### src/rtl/rbx_pkg.sv
package rbx_pkg;
  localparam int STATE_W = 32;

  typedef enum logic {
    XF_IDLE = 1'b0,
    XF_BUSY = 1'b1
  } xfer_state_e;

  function automatic logic [STATE_W-1:0] state_step(input logic [STATE_W-1:0] s);
    return {s[STATE_W-2:0], s[31] ^ s[21] ^ s[1] ^ s[0]};
  endfunction
endpackage

### src/rtl/rbx_lfsr.sv
module rbx_lfsr
  import rbx_pkg::*;
#(
  parameter logic [STATE_W-1:0] SEED = 32'hACE1_2468
) (
  input  logic               clk,
  input  logic               rst,
  input  logic               adv,
  output logic [STATE_W-1:0] state
);
  always_ff @(posedge clk) begin
    if (rst)      state <= SEED;
    else if (adv) state <= state_step(state);
  end
endmodule

### src/rtl/rbx_xfer_fsm.sv
module rbx_xfer_fsm
  import rbx_pkg::*;
(
  input  logic clk,
  input  logic rst,
  input  logic resp,
  output logic req,
  output logic done
);
  xfer_state_e st;

  always_ff @(posedge clk) begin
    if (rst) st <= XF_IDLE;
    else begin
      unique case (st)
        XF_IDLE: st <= XF_BUSY;
        XF_BUSY: if (resp) st <= XF_IDLE;
        default: st <= XF_IDLE;
      endcase
    end
  end

  assign req  = (st == XF_BUSY);
  assign done = req && resp;
endmodule

### src/rtl/rbx_hit_counter.sv
module rbx_hit_counter #(
  parameter int LIMIT = 16384
) (
  input  logic clk,
  input  logic rst,
  input  logic hit,
  output logic led
);
  localparam int CNT_W = (LIMIT > 2) ? $clog2(LIMIT) : 1;
  localparam logic [CNT_W-1:0] LAST = CNT_W'(LIMIT - 1);

  logic [CNT_W-1:0] cnt;

  always_ff @(posedge clk) begin
    if (rst) begin
      cnt <= '0;
      led <= 1'b0;
    end else if (hit) begin
      if (cnt == LAST) begin
        cnt <= '0;
        led <= ~led;
      end else begin
        cnt <= cnt + 1'b1;
      end
    end
  end
endmodule

### src/rtl/rnd_bus_exerciser.sv
module rnd_bus_exerciser
  import rbx_pkg::*;
#(
  parameter int                 ADDR_W       = 32,
  parameter int                 N_TGT        = 4,
  parameter int                 REGION_BITS  = 12,
  parameter logic [ADDR_W-1:0]  BASE_ADDR    = '0,
  parameter int                 TOGGLE_COUNT = 16384,
  parameter logic [31:0]        SEED         = 32'hACE1_2468
) (
  input  logic                  clk,
  input  logic                  rst,
  output logic                  wb_cyc_o,
  output logic                  wb_stb_o,
  output logic                  wb_we_o,
  output logic [ADDR_W-1:0]     wb_adr_o,
  output logic [STATE_W-1:0]    wb_dat_o,
  output logic [STATE_W/8-1:0]  wb_sel_o,
  input  logic                  wb_ack_i,
  input  logic                  wb_err_i,
  output logic [N_TGT-1:0]      led_o
);
  localparam int TGT_W = (N_TGT > 1) ? $clog2(N_TGT) : 1;
  localparam int OFF_W = REGION_BITS - 2;

  logic [STATE_W-1:0] state;
  logic               req;
  logic               done;
  logic [TGT_W-1:0]   tgt;
  logic [OFF_W-1:0]   word_off;

  rbx_lfsr #(.SEED(SEED)) lfsr_i (
    .clk(clk), .rst(rst), .adv(done), .state(state)
  );

  rbx_xfer_fsm fsm_i (
    .clk(clk), .rst(rst), .resp(wb_ack_i | wb_err_i), .req(req), .done(done)
  );

  // State only moves on completion, so all fields stay put while stalled.
  assign tgt      = state[TGT_W-1:0];
  assign word_off = state[TGT_W +: OFF_W];

  assign wb_cyc_o = req;
  assign wb_stb_o = req;
  assign wb_we_o  = state[STATE_W-1];
  assign wb_dat_o = state;
  assign wb_sel_o = '1;
  assign wb_adr_o = BASE_ADDR
                  + (ADDR_W'(tgt) << REGION_BITS)
                  + ADDR_W'({word_off, 2'b00});

  for (genvar t = 0; t < N_TGT; t++) begin : g_tgt
    rbx_hit_counter #(.LIMIT(TOGGLE_COUNT)) cnt_i (
      .clk(clk), .rst(rst),
      .hit(done && (tgt == TGT_W'(t))),
      .led(led_o[t])
    );
  end
endmodule

### config.mk
export PLATFORM = sky130hd
export DESIGN_NAME = rnd_bus_exerciser
export DESIGN_NICKNAME = d
export VERILOG_FILES = /design/src/rtl/rbx_pkg.sv /design/src/rtl/rbx_lfsr.sv /design/src/rtl/rbx_xfer_fsm.sv /design/src/rtl/rbx_hit_counter.sv /design/src/rtl/rnd_bus_exerciser.sv
export SDC_FILE = /design/constraint.sdc
export NUM_CORES = 1
export LEC_CHECK = 0
export BUFFER_PORTS_ARGS = -buffer_cell sky130_fd_sc_hd__clkbuf_2
export CAP_MARGIN = 20
export CORE_MARGIN = 4
export CORE_UTILIZATION = 56
export DETAILED_ROUTE_END_ITERATION = 16
export GPL_ROUTABILITY_DRIVEN = 0
export HOLD_SLACK_MARGIN = 0.08
export PLACE_DENSITY = 0.85
export SYNTH_ARGS = -nofsm -noshare
export SYNTH_HDL_FRONTEND = slang
export SYNTH_SLANG_ARGS = --single-unit
### constraint.sdc
create_clock -name clk -period 2.6 [get_ports clk]
set_clock_uncertainty 0.1 [all_clocks]
set_input_delay 0.13 -clock clk [delete_from_list [all_inputs] [get_ports clk]]
set_output_delay 0.13 -clock clk [all_outputs]
set_load 0.02 [all_outputs]
* Yosys cells after proc, flatten, opt, wreduce, memory -nomap -nowiden
Cells that the tools add are included.
Operators by class: add/sub/neg operators 5, multipliers 0, div/mod/pow operators 0, $lt $le $gt $ge 0, equal/unequal tests 7, shift operators 0, multiplexer cells 6, bitwise operators 9, reductions and logical operators 10
Operator list (number):
- $add 14x1->14 const B | 4
- $eq 14x14->1 const B | 4
- $mux 14 | 4
- $add 14x12->15 | 1
- $reduce_and 2->1 | 4
- $logic_and 1x1->1 | 5
- $not 1->1 | 5
- $eq 2x2->1 const B | 2
- $xor 1x1->1 | 3
- $eq 2x1->1 const B | 1
- $logic_not 2->1 | 1
- $pmux 1 s2 | 1
- $mux 1 | 1
- $or 1x1->1 | 1
Word-level totals: register bits after elaboration 93, bits in latches 0, bits in writable memories 0, memory bits (read-only) 0, input bits 4, output and inout port bits 75, word-level logic and storage cells 47, memories 0

* Depth between registers and ports, before layout
Gate-level depths: netlist of run 1.
word-level depth 4, gate-level depth with buffers 6, depth with buffers taken out 5

* Modules after synthesis
From an unflattened synthesis of run 1, not the netlist that was laid out.
Second synthesis, totals: cells, all modules 468, area total of the unflattened synthesis 4396.7 µm²
Modules (own cells, without submodules):
- rbx_hit_counter | instances 4, cells an instance 78, area each 701.9 µm²
- rbx_lfsr | instances 1, cells an instance 108, area each 1221.2 µm²
- rnd_bus_exerciser | instances 1, cells an instance 45, area each 336.6 µm²
- rbx_xfer_fsm | instances 1, cells an instance 3, area each 31.3 µm²

* Worst setup path before layout of run 1
No wires, ideal clock.
path kind register to register, from reg fsm_i.st (netlist: fsm_i.req), to reg g_tgt[2].cnt_i.cnt[13], library setup time 0.074 ns, arrival time 1.836 ns, data required time 2.426 ns, setup slack 0.589 ns, cell stages (with the launch flop) 6, cells stage by stage dfxtp_1 > o21ai_2 > or4_1 > clkbuf_1 > or3b_1 > a31oi_1
Between the ends: cells in the longest elaborated chain, start to end 2
RTL lines:
- start, declared | line rbx_xfer_fsm.sv:10 | xfer_state_e st;
- start signal, assigned | line rbx_xfer_fsm.sv:13 | if (rst) st <= XF_IDLE;
- start signal, assigned | line rbx_xfer_fsm.sv:16 | XF_IDLE: st <= XF_BUSY;
- start signal, assigned | line rbx_xfer_fsm.sv:17 | XF_BUSY: if (resp) st <= XF_IDLE;
- $logic_and 1x1->1 | line rbx_xfer_fsm.sv:24 | assign done = req && resp;
- $logic_and 1x1->1 | line rnd_bus_exerciser.sv:56 | .hit(done && (tgt == TGT_W'(t))),
- end signal, assigned | line rbx_hit_counter.sv:23 | cnt <= cnt + 1'b1;
- end, declared | line rbx_hit_counter.sv:12 | logic [CNT_W-1:0] cnt;
No other way between the ends. A chain may end at the register's enable or synchronous reset.

* Worst setup path after layout of run 1
from reg lfsr_i.state[1], to reg g_tgt[0].cnt_i.cnt[11]
Between the ends: cells in the longest elaborated chain, start to end 2
RTL lines:
- start, declared | line rbx_lfsr.sv:9 | output logic [STATE_W-1:0] state
- start signal, assigned | line rbx_lfsr.sv:13 | else if (adv) state <= state_step(state);
- $logic_not 2->1 | line rnd_bus_exerciser.sv:56
- $logic_and 1x1->1 | line rnd_bus_exerciser.sv:56
- end signal, assigned | line rbx_hit_counter.sv:23
- end, declared | line rbx_hit_counter.sv:12
No other way between the ends.

==> flow_summary_export.csv, run 1 <==
group,metric,value,unit
routing,wl_per_cell,13.5,microns
worst_setup_path,worst-path-max-fanout,16,
die,initial_core_util,58.6,%
final_layout,final_cell_mix,"dfxtp_1, nand2_1, clkbuf_2",
yosys,netlist_area,4340,sq um
timing,fmax,0.457,GHz
run_status,status,"finished clean",
place,place_ws,444,ps
place,port_buffers,54,
cts,cts_sinks,93,
worst_setup_path,worstReg2RegStart,"lfsr_i.state[1]$_SDFFE_PP0P_",
pwr,power.total,2.62,mW
pwr,p_leak,1.76,nW
yosys,synth-async-reset-ratio,0,%
final_layout,antennaDiodeCount,0,
timing,maxSlewHeadroom,54.6,%
final_layout,syn2layout_area_growth,6.77,%
timing,period_share,84.1,%
global_route,grt_pass1_vias,3315,
global_route,grt_pass1_wl,14.5,mm
timing,fin_setup_tns,0,ps
worst_setup_path,slowest_stage,"or4_1",
timing,hold_viol,0,
worst_setup_path,critPathMostFrequentCell,"or4_1",
routing,post_drt_via_cell_ratio,5.59,
cts,post_cts_buffers,0,
worst_setup_path,cp-end-kind,"register",
cts,clock_latency,360,ps
final_layout,drive_above_1_share,15.4,%
worst_setup_path,crit_start,"lfsr_i.state[1]$_SDFFE_PP0P_",
pwr,powerDensity,565,nW/um^2
yosys,synth-edff-count,0,
cts,clk_pin_slew,90,ps
routing,dr.pass1.iters,4,
timing,period_needed,2190,ps
cts,post_cts_resized,0,
yosys,netlist_instances,524,
die,pin_count,79,
yosys,ys.flop_type,"dfxtp_1",
worst_setup_path,cp.arrival,2370,ps
cts,cts-buffers-inserted,9,
die,die_y,96.1,microns
timing,rsz0062_at_grt,"false",
yosys,synth.distinct_cells,48,
worst_setup_path,start_kind,"register",
yosys,syn_area_per_cell,8.29,sq um
timing,whs,204,ps
worst_hold_path,min_path_type,"primary input to register",
worst_setup_path,crit_type,"register to register",
yosys,ys_ff_latch,93,
cts,cts_tree,"built",
place,place_hpwl,6.27,mm
global_route,grt.total_usage,19.7,%
cts,clockBufferDepth,2,
run,max_cap_viol_count,0,
timing,finalSetupViolCount,0,
worst_setup_path,slowest_delay,630,ps
global_route,grt_max_degree,46,
routing,drtIter0Drc,180,
die,placementRows,31,
final_layout,final_area,4640,sq um
yosys,yosys_warnings,0,
worst_hold_path,min-delay-start,"rst",
worst_setup_path,crit_required,2780,ps
final_layout,nFillCells,615,
global_route,antenna_found_initial,0,
routing,drcViolationCount,0,
cts,clockRootBuffer,"clkbuf_8",
cts,ctsHoldBuffers,0,
place,dpl_cell_area,4470,sq um
worst_setup_path,crit_buf_inv,0,
routing,ant_nets,0,
pwr,max-vdd-ir-drop,0.000556,V
timing,worst_slack,414,ps
timing,tightest_slew,677,ps
final_layout,mostFrequentLayoutCell,"dfxtp_1",
routing,totalWireLength,8.84,mm
final_layout,fin_nets,562,
timing,drv_slew,0,
worst_setup_path,cp_top_family,"simple AND/OR/NAND/NOR gates",
global_route,grt-ovfl-total,0,
die,die_area,9230,sq um
worst_setup_path,cp_cell_sequence,"nand4b_2 > or4_1 > or4_1 > a21oi_1",
routing,vias,3675,
cts,htreeDepth,3,
yosys,ys_seq_area_share,42.9,%
die,core_area,7410,sq um
die,die_x,96.1,microns
==> layout make-up <==
class / instances / area, sq um / area share (%)
sequential: 93 / 1860 / 40.2
clock buffer: 10 / 128 / 2.75
inverter: 11 / 41.3 / 0.890
multi-input combinational: 377 / 2120 / 45.7
tap: 99 / 124 / 2.67
clock inverter: 5 / 35.0 / 0.756
timing repair buffer: 62 / 330 / 7.12
==> power breakdown <==
| group | switching, mW | leakage (nW) | internal [mW] |
|---|---|---|---|
| clock network | 0.491 | 0.0829 | 0.346 |
| logic | 0.203 | 0.919 | 0.0756 |
| registers | 0.0409 | 0.755 | 1.46 |
| total | 0.735 | 1.76 | 1.89 |
==> cells by family (layout without fill, tap and decap cells) <==
family / Yosys count / count (layout) / synth area share [%]
flip-flops: 93 / 93 / 42.9
multiplexers: 3 / 3 / 0.749
buffers and inverters: 76 / 88 / 10.3
XOR/XNOR: 31 / 31 / 6.25
other: 2 / 24 / 0.173
AND/OR/NAND/NOR: 232 / 232 / 26.9
adder cells (fa/ha/maj): 4 / 4 / 1.15
AO/OA/AOI/OAI: 83 / 83 / 11.6
==> worst paths after layout <==
check | slack (ps) | cells past startpoint | endpoint
setup / recovery | 410 | 4 | g_tgt[0].cnt_i.cnt[11]$_SDFFE_PP0P_
setup reg to reg | 410 | 4 | g_tgt[0].cnt_i.cnt[11]$_SDFFE_PP0P_
hold / removal | 200 | 3 | lfsr_i.state[13]$_SDFFE_PP1P_
hold reg to reg | 370 | 2 | lfsr_i.state[15]$_SDFFE_PP0P_
==> flip-flops by register name, indices dropped and copies added (netlist names) <==
register	count
fsm_i.req	1
g_tgt.cnt_i.led	4
g_tgt.cnt_i.cnt	56
lfsr_i.state	32
==> metal layers <==
metal	wire length, microns	global-route usage [%]	vias to the layer above
li1	-	-	1839
met2	4140	32.5	112
met3	601	6.65	17
met4	222	8.06	0
met1	3870	23.4	1707
met5	0	0	-
==> worst min-delay path, delay by kind of cell <==
kind                   cells  cell delay, ps
buffers and inverters      2             360
and+or+nand+nor            1             140
==> metrics by stage <==
stage                     utilization (%)  instances
final                                62.6        657
after global routing                 62.6        657
after CTS                            62.6        657
after detailed placement             60.4        642
after global placement               60.4        642
after floorplan                         -        546
==> synth_stat cells (all sizes together), types with 2 or more instances <==
master   n  area, sq um
a31o     4         35.0
mux2     2         22.5
nand3b   3         22.5
conb     2         7.51
inv     11         41.3
nand4b   2         23.8
or3     12         75.1
and3     4         25.0
a31oi    3         18.8
xor2    11         96.3
ha       4         50.1
nand4   18          113
nand2b   2         12.5
xnor2   20          175
or4     13         97.6
dfxtp   93         1860
nand2   78          293
nand3   32          160
and4b    2         21.3
and4     5         43.8
o21ai   12         63.8
a21oi   44          220
clkbuf  19         72.6
nor2    39          146
buf     46          333
nor2b    2         12.5
nor3     6         30.0
o21a     2         15.0
nor4    10         62.6
o31ai   12         95.1
No activity file was read; power rests on OpenSTA's default activity.
==> run 2, diff against run 1 <==
- CORE_UTILIZATION: 56 -> 50
- PLACE_DENSITY: 0.85 -> 0.81
- clock period: 2.6 -> 1.8 ns (I/O delays scaled with it)
==> run 2 against run 1 <==
Against the previous run: utilization fell by 1.8 points; die area rose by 11%; first-iteration DRC count is 26% lower; largest power group unchanged; worst hold slack got worse by 110 ps; final area rose by 9.4%; combinational power rose by 55%; sequential power is 45% higher; critical endpoint is now g_tgt[2].cnt_i.cnt[13]$_SDFFE_PP0P_.
==> flow_summary_export.csv, run 2 (synthesized netlist as in run 1, its figures left out) <==
group,metric,value,unit
timing,period_needed,1740,ps
die,pin_count,79,
global_route,grt_pass1_vias,3640,
final_layout,drive_above_1_share,24.2,%
place,place_ws,-28.1,ps
worst_setup_path,cp_cell_sequence,"nand4_1 > or4_4 > or3b_1 > a31oi_1",
place,place_hpwl,6.75,mm
worst_setup_path,slowest_delay,490,ps
timing,drv_slew,0,
die,die_x,101,microns
timing,maxSlewHeadroom,64.4,%
final_layout,mostFrequentLayoutCell,"dfxtp_1",
routing,met3_length,587,microns
timing,fin_setup_tns,0,ps
worst_setup_path,start_kind,"register",
cts,clockRootBuffer,"clkbuf_8",
timing,whs,90.8,ps
routing,totalWireLength,9.39,mm
routing,met1Wirelength,3.98,mm
final_layout,final-instance-count-excl-fill,704,
timing,tightest_slew,530,ps
final_layout,syn2layout_area_growth,16.8,%
global_route,grt_max_degree,24,
routing,wl_per_cell,13.3,microns
pwr,p_leak,2.00,nW
worst_setup_path,cp_top_family,"simple AND/OR/NAND/NOR gates",
pwr,max-vdd-ir-drop,0.000554,V
place,port_buffers,54,
global_route,antenna_found_initial,0,
die,core_area,8340,sq um
worst_setup_path,slowest_stage,"or4_4",
die,placementRows,33,
timing,worst_slack,63.0,ps
worst_hold_path,min_path_type,"primary input to register",
worst_setup_path,cp.arrival,1920,ps
cts,cts_tree,"built",
routing,drtIter0Drc,133,
cts,clk_pin_slew,90,ps
place,dp.cells,681,
run,max_cap_viol_count,0,
timing,rsz0062_at_grt,"true",
global_route,grt_pass1_wl,15.8,mm
worst_setup_path,worst-path-max-fanout,6,
cts,htreeDepth,3,
worst_setup_path,crit_type,"register to register",
timing,period_share,96.5,%
die,die_y,101,microns
pwr,switching_share,28.0,%
final_layout,final_cell_mix,"dfxtp_1, nand2_1, clkbuf_2",
routing,ant_nets,0,
final_layout,largest_reg_flops,56,
timing,fmax,0.576,GHz
cts,clockBufferDepth,2,
timing,finalSetupViolCount,0,
worst_setup_path,crit_required,1980,ps
routing,vias,3801,
pwr,power.total,3.94,mW
final_layout,fin_nets,602,
final_layout,reg_top3,"g_tgt.cnt_i.cnt x56, lfsr_i.state x32, g_tgt.cnt_i.led x4",
pwr,power.share.combinational,11.0,%
cts,cts-buffers-inserted,9,
cts,cts_sinks,93,
routing,dr_wl_met2,4.68,mm
routing,routed.top_layer,"met4",
pwr,power.switching,1.10,mW
final_layout,antennaDiodeCount,0,
timing,hold_viol,0,
routing,drcViolationCount,0,
cts,clock_latency,350,ps
die,die_area,10200,sq um
pwr,clkPwrFrac,33.9,%
global_route,grt-ovfl-total,0,
pwr,powerDensity,776,nW/um^2
run_status,status,"finished clean",
die,initial_core_util,52.1,%
global_route,grt.total_usage,18.6,%
pwr,p_int,2.83,mW
final_layout,regMostFlops,"g_tgt.cnt_i.cnt",
worst_setup_path,crit_buf_inv,0,
routing,post_drt_via_cell_ratio,5.40,
pwr,seq_power_share,55.1,%
routing,dr.pass1.iters,4,
worst_setup_path,cp-end-kind,"register",
run 2: power by group through the flow:
stage	registers, mW	clock network [mW]	logic [mW]
4_1_cts	2.17	1.37	0.429
5_1_grt	2.18	1.45	0.472
3_5_place_dp	2.22	0	0.426
3_3_place_gp	2.21	0	0.420
6_report	2.17	1.34	0.432
2_1_floorplan	2.27	0	0.298
run 2: layout make-up:
class / instances / area [sq um]
inverter: 11 / 41.3
sequential: 93 / 1880
clock inverter: 6 / 45.0
multi-input combinational: 377 / 2180
clock buffer: 10 / 149
timing repair buffer: 102 / 649
fill: 702 / 3270
tap: 105 / 131
run 2: stage by stage:
| step | utilization, % | instance area (sq um) |
|---|---|---|
| final | 60.8 | 5070 |
| after global routing | 60.8 | 5070 |
| after CTS | 59.6 | 4970 |
| after detailed placement | 57.2 | 4770 |
| after global placement | 57.2 | 4770 |
| after floorplan | - | 4450 |
run 2: worst min-delay path: stages:
cell      delay [ps]
clkbuf_2         150
o21ai_4           80
a21oi_1          140
nor2_1            40
run 2: layer usage:
| layer | vias to the layer above | global-route usage, % |
|---|---|---|
| li1 | 1911 | - |
| met1 | 1783 | 22.9 |
| met2 | 94 | 31.7 |
| met3 | 13 | 4.55 |
| met4 | 0 | 6.85 |
| met5 | - | 0 |
run 2: path summary, 6_finish.rpt:
kind | to | startpoint | slack, ps | cells after the start
setup reg to reg | g_tgt[2].cnt_i.cnt[13]$_SDFFE_PP0P_ | g_tgt[2].cnt_i.cnt[2]$_SDFFE_PP0P_ | 60 | 4
hold / removal | lfsr_i.state[1]$_SDFFE_PP0P_ | wb_ack_i | 90 | 4
hold reg to reg | lfsr_i.state[28]$_SDFFE_PP0P_ | lfsr_i.state[27]$_SDFFE_PP1P_ | 380 | 2
setup / recovery | g_tgt[2].cnt_i.cnt[13]$_SDFFE_PP0P_ | g_tgt[2].cnt_i.cnt[2]$_SDFFE_PP0P_ | 60 | 4
run 2: what timing repair did:
item,in CTS,in global routing
resized for setup,1,16
pin swaps,0,3
endpoints found under the hold margin,6,0
hold buffers,1,0
setup buffers,0,6
endpoints found under the setup margin,1,15
==> run 3, diff against run 2 <==
- CORE_ASPECT_RATIO: unset -> 1.2
- REMOVE_ABC_BUFFERS: unset -> 1
==> run 3 against run 2 <==
Against the previous run: clock-buffer cell count is 1 lower; via count increased by 1.4%; critical path depth rose by 2; sequential share of layout area is 0.26 points lower; utilization decreased by 1.0 points; sequential power barely moved; critical path type unchanged.
==> flow_summary_export.csv, run 3 (synthesized netlist as in run 1, its figures left out) <==
group,metric,value,unit
run_status,status,"finished clean",
place,dp.cells,701,
routing,dr.pass1.iters,4,
die,die_x,93.1,microns
pwr,power.share.combinational,11.3,%
die,placementRows,37,
worst_hold_path,holdPathStages,5,
timing,rsz0062_at_grt,"true",
pwr,seq_power_share,55.1,%
worst_setup_path,timing.rr.end,"g_tgt[1].cnt_i.cnt[11]$_SDFFE_PP0P_",
global_route,grt_pass1_wl,15.9,mm
die,die_y,110,microns
cts,clk_pin_slew,90,ps
routing,vias,3854,
final_layout,syn2layout_area_growth,17.3,%
global_route,grt_max_degree,25,
final_layout,reg_top3,"g_tgt.cnt_i.cnt x56, lfsr_i.state x32, g_tgt.cnt_i.led x4",
cts,clockBufferDepth,2,
final_layout,mostFrequentLayoutCell,"dfxtp_1",
routing,drtIter0Drc,315,
worst_setup_path,start_kind,"register",
timing,finalSetupViolCount,0,
pwr,power.switching,1.16,mW
worst_setup_path,crit_type,"register to register",
worst_hold_path,min-delay-start,"wb_ack_i",
pwr,p_int,2.78,mW
die,die_area,10200,sq um
cts,cts-buffers-inserted,9,
worst_setup_path,crit_required,1950,ps
pwr,powerDensity,773,nW/um^2
final_layout,nFillCells,754,
timing,drv_slew,0,
worst_hold_path,min_path_type,"primary input to register",
timing,fmax,0.568,GHz
timing,hold_viol,0,
cts,htreeDepth,3,
timing,period_share,97.8,%
routing,post_drt_via_cell_ratio,5.35,
cts,cts_tree,"built",
final_layout,final_cell_mix,"dfxtp_1, nand2_1, clkbuf_2",
routing,totalWireLength,9.74,mm
worst_setup_path,worst-path-max-fanout,15,
die,initial_core_util,51.0,%
cts,clockRootBuffer,"clkbuf_8",
cts,cts_sinks,93,
routing,wl_per_cell,13.5,microns
place,port_buffers,54,
final_layout,drive_above_1_share,25.5,%
global_route,grt.total_usage,19.0,%
final_layout,antennaDiodeCount,0,
final_layout,largest_reg_flops,56,
timing,fin_setup_tns,0,ps
place,place_ws,-72.3,ps
routing,ant_nets,0,
final_layout,regMostFlops,"g_tgt.cnt_i.cnt",
timing,whs,263,ps
die,pin_count,79,
pwr,p_leak,2.00,nW
pwr,max-vdd-ir-drop,0.000398,V
worst_hold_path,whs_endpoint,"lfsr_i.state[18]$_SDFFE_PP0P_",
global_route,grt-ovfl-total,0,
global_route,grt_pass1_vias,3560,
worst_setup_path,r2r_cells,6,
cts,clock_latency,370,ps
worst_setup_path,cp-end-kind,"register",
run,max_cap_viol_count,0,
worst_setup_path,rrSetupSlack,40,ps
final_layout,final-instance-count-excl-fill,721,
die,core_area,8520,sq um
routing,drcViolationCount,0,
timing,worst_slack,39.7,ps
timing,period_needed,1760,ps
pwr,switching_share,29.5,%
worst_setup_path,worstReg2RegStart,"lfsr_i.state[1]$_SDFFE_PP0P_",
place,place_hpwl,7.11,mm
pwr,clkPwrFrac,33.6,%
final_layout,fin_nets,607,
global_route,antenna_found_initial,0,
pwr,power.total,3.94,mW
worst_setup_path,cp.arrival,1910,ps
[run 3: changes by cell type in the layout (fill, tap and decap cells not counted), sizes merged]
| cell | previous run | this run |
|---|---|---|
| buf | 47 | 51 |
| clkbuf | 64 | 63 |
| clkinvlp | 3 | 0 |
| dlygate4sd3 | 1 | 2 |
| inv | 12 | 16 |
[run 3: power groups by stage]
stage | registers [mW] | logic, mW | clock network (mW)
6_report | 2.17 | 0.443 | 1.32
5_1_grt | 2.18 | 0.488 | 1.42
4_1_cts | 2.17 | 0.441 | 1.34
3_5_place_dp | 2.22 | 0.436 | 0
3_3_place_gp | 2.22 | 0.425 | 0
2_1_floorplan | 2.30 | 0.176 | 0
[run 3: stage by stage]
step | area, sq um | util [%]
floorplan | 4020 | -
global route | 5090 | 59.8
global placement | 4800 | 56.4
finish | 5090 | 59.8
detailed placement | 4800 | 56.4
CTS | 5020 | 59.0
[run 3: layer usage]
metal / track usage [%] / up-vias / part of all wire (%) / wire length [microns]
met5: 0 / - / 0 / 0
met4: 8.17 / 0 / 0.63 / 61
met3: 3.39 / 6 / 5.6 / 542
met2: 33.9 / 93 / 52 / 5080
met1: 22.5 / 1840 / 42 / 4060
li1: - / 1915 / - / -
[run 3: timing repair]
| item | 4_1_cts | 5_1_grt |
|---|---|---|
| hold buffers | 2 | 0 |
| buffers inserted | 0 | 2 |
| endpoints found under the setup margin | 10 | 30 |
| endpoints found under the hold margin | 8 | 0 |
| pin swaps | 1 | 5 |
| gates resized for setup | 5 | 21 |
[run 3: critical path: stages, from the launching register on]
cell and delay [ps]:
dfxtp_4 370, buf_6 150, nand3b_1 180, or3_4 360, buf_4 150, o31ai_1 260
a21oi_2 80
[run 3: final cells by class]
| type | count | area [sq um] | share of cell area (%) |
|---|---|---|---|
| Multi-Input combinational cell | 377 | 2170 | 42.5 |
| Sequential cell | 93 | 1880 | 36.8 |
| Timing Repair Buffer | 107 | 681 | 13.4 |
| Tap cell | 117 | 146 | 2.87 |
| Clock buffer | 9 | 124 | 2.43 |
| Clock inverter | 7 | 60.1 | 1.18 |
| Inverter | 11 | 41.3 | 0.810 |
[run 3: worst max-delay path by stage]
stage / slack (ps) / cells after the start / start / to
after global placement: -20 / 4 / lfsr_i.state[1]$_SDFFE_PP0P_ / g_tgt[0].cnt_i.cnt[11]$_SDFFE_PP0P_
final: 40 / 6 / lfsr_i.state[1]$_SDFFE_PP0P_ / g_tgt[1].cnt_i.cnt[11]$_SDFFE_PP0P_
after CTS: -2 / 5 / lfsr_i.state[1]$_SDFFE_PP0P_ / g_tgt[1].cnt_i.cnt[11]$_SDFFE_PP0P_
after detailed placement: -70 / 5 / lfsr_i.state[1]$_SDFFE_PP0P_ / g_tgt[2].cnt_i.cnt[13]$_SDFFE_PP0P_
after global routing: -30 / 5 / lfsr_i.state[1]$_SDFFE_PP0P_ / g_tgt[2].cnt_i.cnt[13]$_SDFFE_PP0P_
after floorplan: -670 / 4 / fsm_i.req$_SDFF_PP0_ / g_tgt[2].cnt_i.cnt[13]$_SDFFE_PP0P_
